### src/rtl/trit_link_pkg.sv
package trit_link_pkg;

    typedef enum logic [1:0] {
        TRIT_NONE = 2'b00,
        TRIT_ZERO = 2'b01,
        TRIT_ONE  = 2'b10,
        TRIT_ACK  = 2'b11
    } trit_e;

    typedef struct packed {
        logic  fire;
        trit_e code;
    } reply_t;

    localparam int ACK_RUN_STOP = 3;

    function automatic trit_e bit_to_trit(input logic b);
        return b ? TRIT_ONE : TRIT_ZERO;
    endfunction

    function automatic logic is_data_trit(input trit_e t);
        return (t == TRIT_ZERO) || (t == TRIT_ONE);
    endfunction

endpackage

### src/rtl/link_timer.sv
module link_timer #(
    parameter int TIMEOUT_CYC = 64
) (
    input  logic clk,
    input  logic rst,
    input  logic kick,
    output logic expire
);
    localparam int CW = (TIMEOUT_CYC > 2) ? $clog2(TIMEOUT_CYC) : 1;
    localparam logic [CW-1:0] LAST = CW'(TIMEOUT_CYC - 1);

    logic [CW-1:0] cnt_q;

    assign expire = (cnt_q == LAST) && !kick;

    always_ff @(posedge clk) begin
        if (rst || kick || cnt_q == LAST) begin
            cnt_q <= '0;
        end else begin
            cnt_q <= cnt_q + 1'b1;
        end
    end
endmodule

### src/rtl/rx_deframer.sv
module rx_deframer
    import trit_link_pkg::*;
#(
    parameter int MAX_LEN = 4096
) (
    input  logic                       clk,
    input  logic                       rst,
    input  logic                       rx_any,
    input  trit_e                      rx_code,
    input  logic                       flush,
    output logic                       rxd_valid,
    output logic                       rxd_bit,
    output logic                       rxd_eof,
    output logic [$clog2(MAX_LEN+1)-1:0] rxd_len,
    output logic                       rxd_ovf
);
    localparam int LW = $clog2(MAX_LEN + 1);
    localparam logic [LW-1:0] CAP = LW'(MAX_LEN);

    logic [LW-1:0] cnt_q;
    logic          ovf_q;

    always_ff @(posedge clk) begin
        if (rst) begin
            cnt_q     <= '0;
            ovf_q     <= 1'b0;
            rxd_valid <= 1'b0;
            rxd_bit   <= 1'b0;
            rxd_eof   <= 1'b0;
            rxd_len   <= '0;
            rxd_ovf   <= 1'b0;
        end else begin
            rxd_valid <= 1'b0;
            rxd_eof   <= 1'b0;
            if (rx_any && is_data_trit(rx_code)) begin
                rxd_valid <= 1'b1;
                rxd_bit   <= (rx_code == TRIT_ONE);
                if (cnt_q == CAP) begin
                    ovf_q <= 1'b1;
                end else begin
                    cnt_q <= cnt_q + 1'b1;
                end
            end else if (rx_any && rx_code == TRIT_ACK) begin
                if (cnt_q != '0) begin
                    rxd_eof <= 1'b1;
                    rxd_len <= cnt_q;
                    rxd_ovf <= ovf_q;
                end
                cnt_q <= '0;
                ovf_q <= 1'b0;
            end else if (flush) begin
                cnt_q <= '0;
                ovf_q <= 1'b0;
            end
        end
    end
endmodule

### src/rtl/reply_ctrl.sv
module reply_ctrl
    import trit_link_pkg::*;
(
    input  logic   clk,
    input  logic   rst,
    input  logic   rx_any,
    input  trit_e  rx_code,
    input  logic   expire,
    input  logic   tx_valid,
    input  logic   tx_bit,
    input  logic   tx_last,
    output reply_t reply,
    output logic   tx_take,
    output logic   quiet
);
    logic       init_q;
    logic       we_last_q;
    logic       close_q;
    logic       open_q;
    logic       quiet_q;
    logic [1:0] run_q;
    logic       rx_ack;
    logic       rx_data;
    logic       stop_now;

    assign quiet = quiet_q;

    always_comb begin
        rx_ack   = rx_any && (rx_code == TRIT_ACK);
        rx_data  = rx_any && is_data_trit(rx_code);
        stop_now = rx_ack && we_last_q && (run_q == 2'(ACK_RUN_STOP))
                   && !close_q && !tx_valid;
        reply    = '{fire: 1'b0, code: TRIT_NONE};
        tx_take  = 1'b0;
        if (rx_any) begin
            if (!stop_now) begin
                reply.fire = 1'b1;
                if (close_q) begin
                    reply.code = TRIT_ACK;
                end else if (tx_valid) begin
                    reply.code = bit_to_trit(tx_bit);
                    tx_take    = 1'b1;
                end else begin
                    reply.code = TRIT_ACK;
                end
            end
        end else if (quiet_q && tx_valid) begin
            reply.fire = 1'b1;
            reply.code = bit_to_trit(tx_bit);
            tx_take    = 1'b1;
        end else if (expire && (open_q || close_q)) begin
            reply.fire = 1'b1;
            reply.code = TRIT_ACK;
        end else if (init_q) begin
            reply.fire = 1'b1;
            reply.code = TRIT_ACK;
        end
    end

    always_ff @(posedge clk) begin
        if (rst) begin
            init_q    <= 1'b1;
            we_last_q <= 1'b0;
            close_q   <= 1'b0;
            open_q    <= 1'b0;
            quiet_q   <= 1'b0;
            run_q     <= '0;
        end else begin
            init_q <= 1'b0;
            if (tx_take) begin
                we_last_q <= 1'b1;
                run_q     <= '0;
                close_q   <= tx_last;
                open_q    <= !tx_last;
            end else begin
                if (reply.fire && reply.code == TRIT_ACK) begin
                    if (run_q != 2'(ACK_RUN_STOP)) begin
                        run_q <= run_q + 1'b1;
                    end
                    close_q <= 1'b0;
                    open_q  <= 1'b0;
                end
                if (rx_data) begin
                    we_last_q <= 1'b0;
                end
            end
            if (stop_now) begin
                quiet_q <= 1'b1;
            end else if (tx_take || rx_any) begin
                quiet_q <= 1'b0;
            end else if (expire) begin
                quiet_q <= 1'b1;
            end
        end
    end
endmodule

### src/rtl/trit_link_endpoint.sv
module trit_link_endpoint
    import trit_link_pkg::*;
#(
    parameter int TIMEOUT_CYC = 64,
    parameter int MAX_LEN     = 4096
) (
    input  logic                         clk,
    input  logic                         rst,
    input  logic                         rx_valid,
    input  logic [1:0]                   rx_trit,
    input  logic                         tx_valid,
    input  logic                         tx_bit,
    input  logic                         tx_last,
    output logic                         tx_ready,
    output logic [1:0]                   line_out,
    output logic                         rxd_valid,
    output logic                         rxd_bit,
    output logic                         rxd_eof,
    output logic [$clog2(MAX_LEN+1)-1:0] rxd_len,
    output logic                         rxd_ovf,
    output logic                         link_ok
);
    trit_e  rx_code;
    logic   rx_any;
    logic   tmr_expire;
    logic   ctl_quiet;
    reply_t reply;
    logic   tx_take;
    logic [1:0] line_q;

    assign rx_code  = trit_e'(rx_trit);
    assign rx_any   = rx_valid && (rx_code != TRIT_NONE);
    assign tx_ready = tx_take;
    assign line_out = line_q;

    link_timer #(.TIMEOUT_CYC(TIMEOUT_CYC)) u_timer (
        .clk    (clk),
        .rst    (rst),
        .kick   (rx_any),
        .expire (tmr_expire)
    );

    rx_deframer #(.MAX_LEN(MAX_LEN)) u_deframe (
        .clk       (clk),
        .rst       (rst),
        .rx_any    (rx_any),
        .rx_code   (rx_code),
        .flush     (tmr_expire),
        .rxd_valid (rxd_valid),
        .rxd_bit   (rxd_bit),
        .rxd_eof   (rxd_eof),
        .rxd_len   (rxd_len),
        .rxd_ovf   (rxd_ovf)
    );

    reply_ctrl u_ctrl (
        .clk      (clk),
        .rst      (rst),
        .rx_any   (rx_any),
        .rx_code  (rx_code),
        .expire   (tmr_expire),
        .tx_valid (tx_valid),
        .tx_bit   (tx_bit),
        .tx_last  (tx_last),
        .reply    (reply),
        .tx_take  (tx_take),
        .quiet    (ctl_quiet)
    );

    always_ff @(posedge clk) begin
        if (rst) begin
            line_q <= 2'b00;
        end else if (reply.fire) begin
            line_q <= line_q ^ reply.code;
        end
    end

    always_ff @(posedge clk) begin
        if (rst) begin
            link_ok <= 1'b0;
        end else if (rx_any) begin
            link_ok <= 1'b1;
        end else if (tmr_expire) begin
            link_ok <= 1'b0;
        end
    end
endmodule

### config.mk
export PLATFORM = sky130hd
export DESIGN_NAME = trit_link_endpoint
export DESIGN_NICKNAME = d
export VERILOG_FILES = /design/src/rtl/trit_link_pkg.sv /design/src/rtl/link_timer.sv /design/src/rtl/rx_deframer.sv /design/src/rtl/reply_ctrl.sv /design/src/rtl/trit_link_endpoint.sv
export SDC_FILE = /design/constraint.sdc
export NUM_CORES = 1
export LEC_CHECK = 0
export BUFFER_PORTS_ARGS = -buffer_cell sky130_fd_sc_hd__clkbuf_2
export CAP_MARGIN = 20
export CORE_UTILIZATION = 35
export CTS_BUF_LIST = sky130_fd_sc_hd__clkbuf_8
export DETAILED_ROUTE_END_ITERATION = 10
export SYNTH_ARGS = -nofsm -noshare
export SYNTH_HDL_FRONTEND = slang
export SYNTH_SLANG_ARGS = --single-unit
export TNS_END_PERCENT = 5
### constraint.sdc
create_clock -name clk -period 2.65 [get_ports clk]
set_input_delay 0.1325 -clock clk [delete_from_list [all_inputs] [get_ports clk]]
set_output_delay 0.1325 -clock clk [all_outputs]
set_load 0.1 [all_outputs]
Word level (Yosys, flattened, before mapping)
Index checks and enable logic that the tools add are counted.

Input port bits: 8. Output and inout bits: 21. Logic and storage cells: 98. Bits in registers: 47.

Add/subtract/negate cells: 3. Eq/ne operators: 10. Mux-type cells: 33. Reductions and logical operators: 33. Bitwise operators: 3.

Operators by type and width (number): $mux 13 (4); $mux 1 (21); $mux 3 (5); $add 13x1->13 const B (1); $eq 13x13->1 const B (1); $reduce_bool 13->1 (1); $logic_and 1x1->1 (11); $eq 2x2->1 const B (4); $reduce_bool 2->1 (4); $add 6x1->6 const B (1); $eq 6x6->1 const B (1); $mux 2 (3); $ne 2x2->1 const B (3); $reduce_and 2->1 (3); $reduce_bool 3->1 (2); $logic_or 1x1->1 (5); $logic_not 1->1 (4); $reduce_and 3->1 (1); $reduce_or 3->1 (1); $add 2x1->2 const B (1); $eq 2x1->1 const B (1); $not 1->1 (2); $reduce_or 2->1 (1); $xor 2x2->2 (1).

Logic depth before layout (Yosys ltp)
Gate-level depths: netlist (run 1).

Word-level depth: 13. Depth in mapped cells: 9. Mapped depth without buffers: 7.

Cells and area by module
A second synthesis (run 1) with hierarchy kept.

Cell total of the unflattened synthesis: 256. Area, all modules: 2243.4 um^2.

Modules (own cells, without submodules): rx_deframer (sequential area each 620.6 um^2, area an instance 1490.2 um^2, cells an instance 174, instances 1); reply_ctrl (sequential area each 140.1 um^2, area an instance 386.6 um^2, cells an instance 42, instances 1); link_timer (sequential area each 120.1 um^2, area an instance 241.5 um^2, cells an instance 27, instances 1); trit_link_endpoint (sequential area each 60.1 um^2, area an instance 125.1 um^2, cells an instance 13, instances 1).

Worst setup path after synthesis (run 1)
OpenSTA, ideal clock, no wires.

Path kind: input to register. From: input rx_trit[0]. To: register u_ctrl.run_q[1]. Buffers on the path: 0. Path slack: 0.688 ns. Required time: 2.524 ns. Data arrival time: 1.835 ns. Setup time: 0.126 ns. Stages on the path: 7. Path through: inv_1 ha_1 nor2b_1 o211a_1 nor2_1 o211ai_1 o31ai_1.

Elaborated cells between the ends (all ways): 21. Those cells by class: eq/ne (2); mux (6); reduce/logical (13).

RTL lines: from (decl) (line trit_link_endpoint.sv:10) `input logic [1:0] rx_trit,`; $reduce_bool 2->1 (line trit_link_endpoint.sv:32) `assign rx_any = rx_valid && (rx_code != TRIT_NONE);`; $logic_and 1x1->1 (line trit_link_endpoint.sv:32); $logic_and 1x1->1 (line reply_ctrl.sv:29) `rx_ack = rx_any && (rx_code == TRIT_ACK);`; $logic_and 1x1->1 (2 in series) (line reply_ctrl.sv:31) `stop_now = rx_ack && we_last_q && (run_q == 2'(ACK_RUN_STOP))`; $logic_and 1x1->1 (2 in series) (line reply_ctrl.sv:32) `&& !close_q && !tx_valid;`; $mux 1 (line reply_ctrl.sv:36) `if (!stop_now) begin`; $mux 1 (*) (line reply_ctrl.sv:35) `if (rx_any) begin`; via tx_ready (line trit_link_endpoint.sv:14) `output logic tx_ready,`; $reduce_or 2->1 (no source line) (*); to (signal assigned) (line reply_ctrl.sv:78) `run_q <= run_q + 1'b1;`; to (decl) (line reply_ctrl.sv:21) `logic [1:0] run_q;`.

Mark *: on every way through the listed nets, which the timed path passes. The rest lies on a longest branch. A chain may end at the register's enable or synchronous reset.

Worst setup path in the final report (run 1)
From: register u_deframe.cnt_q[0]. To: register u_deframe.rxd_len[2].

Cells in the longest elaborated chain, start to end: 2.

Ends and longest elaborated chain: from (decl) (line rx_deframer.sv:20) `logic [LW-1:0] cnt_q;`; from (signal assigned) (line rx_deframer.sv:41) `cnt_q <= cnt_q + 1'b1;`; $reduce_bool 13->1 (line rx_deframer.sv:44) `if (cnt_q != '0) begin`; $reduce_and 3->1 (no source line); to (signal assigned) (line rx_deframer.sv:46) `rxd_len <= cnt_q;`; to (decl) (line rx_deframer.sv:14) `output logic [$clog2(MAX_LEN+1)-1:0] rxd_len,`.

No other way between the ends.

==> results of run 1 <==
## per-layer routing
layer	global-route usage, %	up-vias	wire length, um
met5	0	-	0
met4	8.36	0	69
met1	19.1	738	2100
met3	3.10	5	164
met2	20.9	29	1670
li1	-	828	-
## registers in the layout, summed over array words and instances (netlist names)
name	flops
link_ok	1
u_deframe.rxd_bit	1
u_deframe.rxd_len	13
u_deframe.ovf_q	1
u_deframe.rxd_ovf	1
u_deframe.cnt_q	13
u_ctrl.we_last_q	1
u_ctrl.run_q	2
u_deframe.rxd_valid	1
u_ctrl.close_q	1
u_ctrl.quiet	1
u_deframe.rxd_eof	1
line_out	2
u_ctrl.init_q	1
u_ctrl.open_q	1
u_timer.cnt_q	6
## cells by family after synthesis
family	count (synthesis)	share of synthesized area [%]
AND/OR/NAND/NOR	95	22.9
adder cells (fa/ha/maj)	7	4.20
buffers and inverters	13	3.78
XOR/XNOR	16	6.73
AO/OA/AOI/OAI	30	10.9
multiplexers	13	6.25
flip-flops	47	45.2
## how the worst max path moves through the flow
stage                       startpoint  depth (start not counted)                    end
floorplan                   rx_trit[0]                          7        u_ctrl.run_q[1]
detailed placement  u_deframe.cnt_q[0]                          8   u_deframe.rxd_len[7]
global placement    u_deframe.cnt_q[0]                          8   u_deframe.rxd_len[7]
CTS                 u_deframe.cnt_q[0]                          8   u_deframe.rxd_len[7]
finish              u_deframe.cnt_q[0]                          8   u_deframe.rxd_len[2]
global route        u_deframe.cnt_q[0]                          8  u_deframe.rxd_len[11]
## through the flow
step,util [%],hold WS (ns),cells
2_1_floorplan,-,0.160,221
3_3_place_gp,40.6,0.376,317
3_5_place_dp,40.6,0.376,317
4_1_cts,42.4,0.0582,325
5_1_grt,42.4,0.0764,325
6_report,42.4,0.0552,325
## report_power, final
part	switching, uW	total (uW)	internal [uW]
Combinational	121	163	42.4
Sequential	12.1	735	723
Clock	230	464	234
Total	363	1360	1000
## area by class of cell
cell class / instances / area (um^2) / share of cell area, %
tap: 72 / 90.1 / 3.79
sequential: 47 / 941 / 39.6
inverter: 7 / 26.3 / 1.11
timing repair buffer: 30 / 155 / 6.53
clock inverter: 1 / 3.75 / 0.158
multi-input combinational: 161 / 1060 / 44.8
clock buffer: 7 / 96.3 / 4.05
## worst register-to-register path, delay by kind of cell (launching register included)
family / cells / cell delay, ns
fa+ha+maj: 1 / 0.15
simple gates: 3 / 0.63
compound gates: 1 / 0.12
buf+inv: 2 / 0.33
flops: 1 / 0.35
mux: 1 / 0.22
## cell usage after synthesis (2+ instances only)
library cell | number | share of area [%]
nand2b_1 | 4 | 1.2
and4_2 | 2 | 0.96
nand2_1 | 15 | 2.7
nor3_1 | 2 | 0.48
and4_1 | 2 | 0.84
or3_1 | 3 | 0.90
inv_1 | 7 | 1.3
xor2_1 | 9 | 3.8
o21ai_0 | 3 | 0.72
buf_2 | 2 | 0.48
a21oi_1 | 10 | 2.4
or2_2 | 2 | 0.60
nand3_1 | 6 | 1.4
a32oi_1 | 3 | 1.3
nand3b_1 | 5 | 1.8
nor2b_1 | 2 | 0.60
xnor2_1 | 7 | 2.9
dfxtp_1 | 47 | 45
and3_1 | 2 | 0.60
o211ai_1 | 2 | 0.72
nand4_1 | 2 | 0.60
nor2_1 | 40 | 7.2
ha_1 | 7 | 4.2
mux2i_1 | 13 | 6.2
==> impl_metrics.yaml, run 1 <==
die:
  die_x_um: 79.2
  die_h_um: 79.2
  ios: 29
  dieArea_um2: 6260
  core_um2: 5610
  placementRows: 27
  start_util_pct: 37.1
detailed_routing:
  vias_per_cell: 4.92
  wl_per_cell_um: 12.3
  drtPass1Iterations: 4
  wl_um: 4010
  drtAntennaViolNets: 0
  drt_iter0_drc: 67
  dr_total_vias: 1600
  drc: 0
timing:
  worst_clock_skew_ns: 0.00590
  clock.fmax_mhz: 512
  period_minus_slack_ns: 1.95
  post-route-period-util_pct: 73.7
  fin_ws_ns: 0.697
  rsz0062_at_grt: "no"
  worst_slew_pin_slew_ns: 0.636
  relSlewSlack_pct: 57.6
  tns_ns: 0
  finalMaxSlewViolations: 0
  finalHoldViolations: 0
  setup_violations: 0
yosys:
  yosysWarnings: 0
  synth_flop_cell: "dfxtp_1"
  postSynthNetCount: 236
  ys_ff_latch: 47
  synthCells: 221
  avgSynthCellArea_um2: 9.43
  ys_async_sr_fraction_pct: 0
  synth.distinct_cells: 48
  netlist_area_um2: 2080
  seq_area_frac_synth_pct: 45.2
  synth-edff-count: 0
min_path:
  min-delay-start: "tx_last"
  hold_path.class: "input port to flop"
  whs_endpoint: "u_ctrl.close_q"
  min_path_cells: 3
layout:
  num_antenna_cells: 0
  drive_above_1_share_pct: 18.6
  final_cell_area_um2: 2380
  layout_commonest_cell: "dfxtp_1"
  final_cell_mix: "dfxtp_1 (47), nor2_1 (40), clkbuf_2 (28)"
  num-fill-cells: 578
  layout.nets: 267
  area_growth_pct: 14.1
critical_path:
  timing.rr.end: "u_deframe.rxd_len[2]"
  cp_slowest_stage_delay_ns: 0.35
  crit_chain: "inv_1, ha_1, nor4b_1, and3_2, a21o_1, buf_4, mux2i_1, nor2_1"
  critPathMaxFanout: 14
  cp.arrival_ns: 2.11
  crit_type: "flop to flop"
  crit_required_ns: 2.81
  reg2reg_depth: 8
  cp-start-kind: "flop"
  worstSetupEndpointType: "flop"
  crit_family: "simple AND/OR/NAND/NOR gates"
  cp_num_buf_inv: 2
  r2r_slack_ns: 0.70
  slowest_stage: "dfxtp_1"
  r2r-start: "u_deframe.cnt_q[0]"
clocking:
  post_cts.resized_instances: 0
  cts_setup_buffers: 0
  clock_latency_ns: 0.30
  holdBufCountCts: 0
  clock_sinks: 47
  clkTransAtPathRegs_ns: 0.08
  cts_inserted_buffers: 5
  clockBufferDepth: 2
  htreeDepth: 2
  tritoncts: "done"
  cts-root-buf: "clkbuf_8"
placement:
  pre_cts_slack_ns: 0.713
  dpl_cell_area_um2: 2280
  io_buffers: 28
  routabilityCongestion: 0.771
  post-dp-hpwl_um: 2890
grt:
  grt_pass1_vias: 1522
  grt.overflow.total: 0
  grt.total_usage_pct: 14.3
  grt_antenna_before_repair: 0
  grt_pass1_wl_um: 6900
  grt_max_degree: 33
run_status:
  status: "complete, no violations"
power:
  p_total_uw: 1360
  leakage_uw: 0.00104
  ir_worst_vdd_v: 0.000221
  pwr_density_cell_nw_per_um2: 573
flow_run:
  cap_violations: 0
Power figures use the tool's default switching activity.
==> inputs of run 2 (changes only) <==
clock period = 1.6 ns   (was 2.65 ns; I/O delays follow)
==> run 2 against run 1 <==
  * The run now ends with negative setup slack left
  * Flip-flop and latch count did not move
  * Highest routed layer unchanged
  * Die area did not move
  * Global-route usage rose by 2.2 points
  * First-iteration DRC count fell by 34%
  * Non-clock buffer count rose by 44
  * Count of clock-buffer cells in the layout fell by 2
  * Cell count rose by 14%
  * Register-to-register slack got worse by 0.73 ns
==> impl_metrics.yaml, run 2 (synthesis gave the netlist of run 1 again) <==
critical_path:
  cp-start-kind: "flop"
  cp.arrival_ns: 1.87
  critPathMaxFanout: 3
  cp_num_buf_inv: 1
  crit_family: "simple AND/OR/NAND/NOR gates"
  crit_required_ns: 1.84
  slowest_stage: "or3_4"
  crit_type: "flop to flop"
  crit_chain: "inv_1, ha_4, nor4b_4, and3_4, a21o_2, or3_4, a21oi_2"
  cp_slowest_stage_delay_ns: 0.37
  worstSetupEndpointType: "flop"
detailed_routing:
  vias_per_cell: 4.75
  met3_wirelength_um: 112
  highest_layer: "met4"
  wl_met2_um: 2110
  wl_um: 4730
  drtPass1Iterations: 4
  dr_total_vias: 1751
  drtAntennaViolNets: 0
  drt-met1-wl_um: 2410
  drt_iter0_drc: 44
  wl_per_cell_um: 12.8
  drc: 0
layout:
  layout_commonest_cell: "buf_4"
  final_cell_mix: "buf_4 (42), nor2_1 (40), dfxtp_1 (39)"
  num-fill-cells: 538
  layout.nets: 311
  top_regs: "u_deframe.cnt_q: 13 flops, u_deframe.rxd_len: 13 flops, u_timer.cnt_q: 6 flops"
  num_antenna_cells: 0
  drive_above_1_share_pct: 38.7
  area_growth_pct: 41.3
clocking:
  clock_latency_ns: 0.30
  cts_inserted_buffers: 5
  cts-root-buf: "clkbuf_8"
  clkTransAtPathRegs_ns: 0.09
  tritoncts: "done"
  clock_sinks: 47
  clockBufferDepth: 2
  htreeDepth: 2
die:
  die_h_um: 79.2
  start_util_pct: 37.1
  core_um2: 5610
  ios: 29
  placementRows: 27
  die_x_um: 79.2
  dieArea_um2: 6260
timing:
  finalHoldViolations: 0
  rsz0062_at_grt: "yes"
  holdWs_ns: 0.0178
  worst_slew_pin_slew_ns: 0.546
  fin_ws_ns: -0.0308
  clock.fmax_mhz: 613
  setup_violations: 4
  finalMaxSlewViolations: 0
  post-route-period-util_pct: 102
  relSlewSlack_pct: 63.8
  period_minus_slack_ns: 1.63
  worst_clock_skew_ns: 0.00720
power:
  leakage_uw: 0.00133
  ir_worst_vdd_v: 0.000440
  pwr_density_cell_nw_per_um2: 890
  p_total_uw: 2620
placement:
  post-dp-hpwl_um: 3360
  io_buffers: 28
  routabilityCongestion: 0.747
grt:
  grt_antenna_before_repair: 0
  grt.overflow.total: 0
  grt_max_degree: 19
  grt.total_usage_pct: 16.5
  grt_pass1_vias: 1678
  grt_pass1_wl_um: 7910
flow_run:
  cap_violations: 0
run_status:
  status: "finished with violations"
  violations: "negative setup slack"
min_path:
  hold_path.class: "input port to flop"
[run 2: path summary, 6_finish.rpt]
check / cells after the start / slack, ns / endpoint / from
setup / recovery: 7 / -0.03 / u_deframe.cnt_q[8] / u_deframe.cnt_q[1]
hold / removal: 3 / 0.02 / u_ctrl.close_q / tx_last
setup reg to reg: 7 / -0.03 / u_deframe.cnt_q[8] / u_deframe.cnt_q[1]
hold reg to reg: 2 / 0.46 / u_deframe.rxd_bit / u_deframe.rxd_bit
[run 2: worst register-to-register path, cell delays in order (launching register included)]
cell and delay (ns):
dfxtp_2 0.33, inv_1 0.06, ha_4 0.15, nor4b_4 0.12
and3_4 0.19, a21o_2 0.23, or3_4 0.37, a21oi_2 0.13
[run 2: power breakdown]
| group | switching [uW] | internal, uW |
|---|---|---|
| combinational | 228 | 146 |
| clock | 404 | 618 |
| sequential | 21.8 | 1200 |
| total | 654 | 1960 |
[run 2: final cells by class]
| cell class | count | area [um^2] | share of cell area [%] |
|---|---|---|---|
| clock buffers | 5 | 68.8 | 2.34 |
| clock inverters | 3 | 63.8 | 2.17 |
| inverters | 7 | 26.3 | 0.893 |
| multi-input cells | 161 | 1210 | 41.0 |
| flip-flops and latches | 47 | 951 | 32.3 |
| well taps | 72 | 90.1 | 3.06 |
| repair buffers | 74 | 537 | 18.2 |
[run 2: per-layer routing]
| layer | vias up | global-route usage [%] |
|---|---|---|
| met5 | - | 0 |
| met4 | 0 | 7.64 |
| met3 | 8 | 3.22 |
| met2 | 21 | 25.6 |
| met1 | 805 | 21.9 |
| li1 | 917 | - |
[run 2: metrics by stage]
stage	instance area (um^2)	util [%]	instances	setup slack, ns	setup TNS [ns]
after floorplan	2100	-	221	-0.108	-1.28
after global placement	2630	46.9	357	-0.0791	-1.00
after detailed placement	2630	46.9	357	-0.123	-1.58
after CTS	2930	52.2	370	-0.0675	-0.771
after global routing	2940	52.5	369	-0.129	-1.64
final	2940	52.5	369	-0.0308	-0.0647
[run 2: repair_timing]
item,in CTS,in global routing
buffers inserted,4,1
hold buffers,0,0
endpoints found under the hold margin,0,0
cloned,1,0
setup endpoints to repair,30,30
gates resized for setup,19,16
pin swaps,9,7
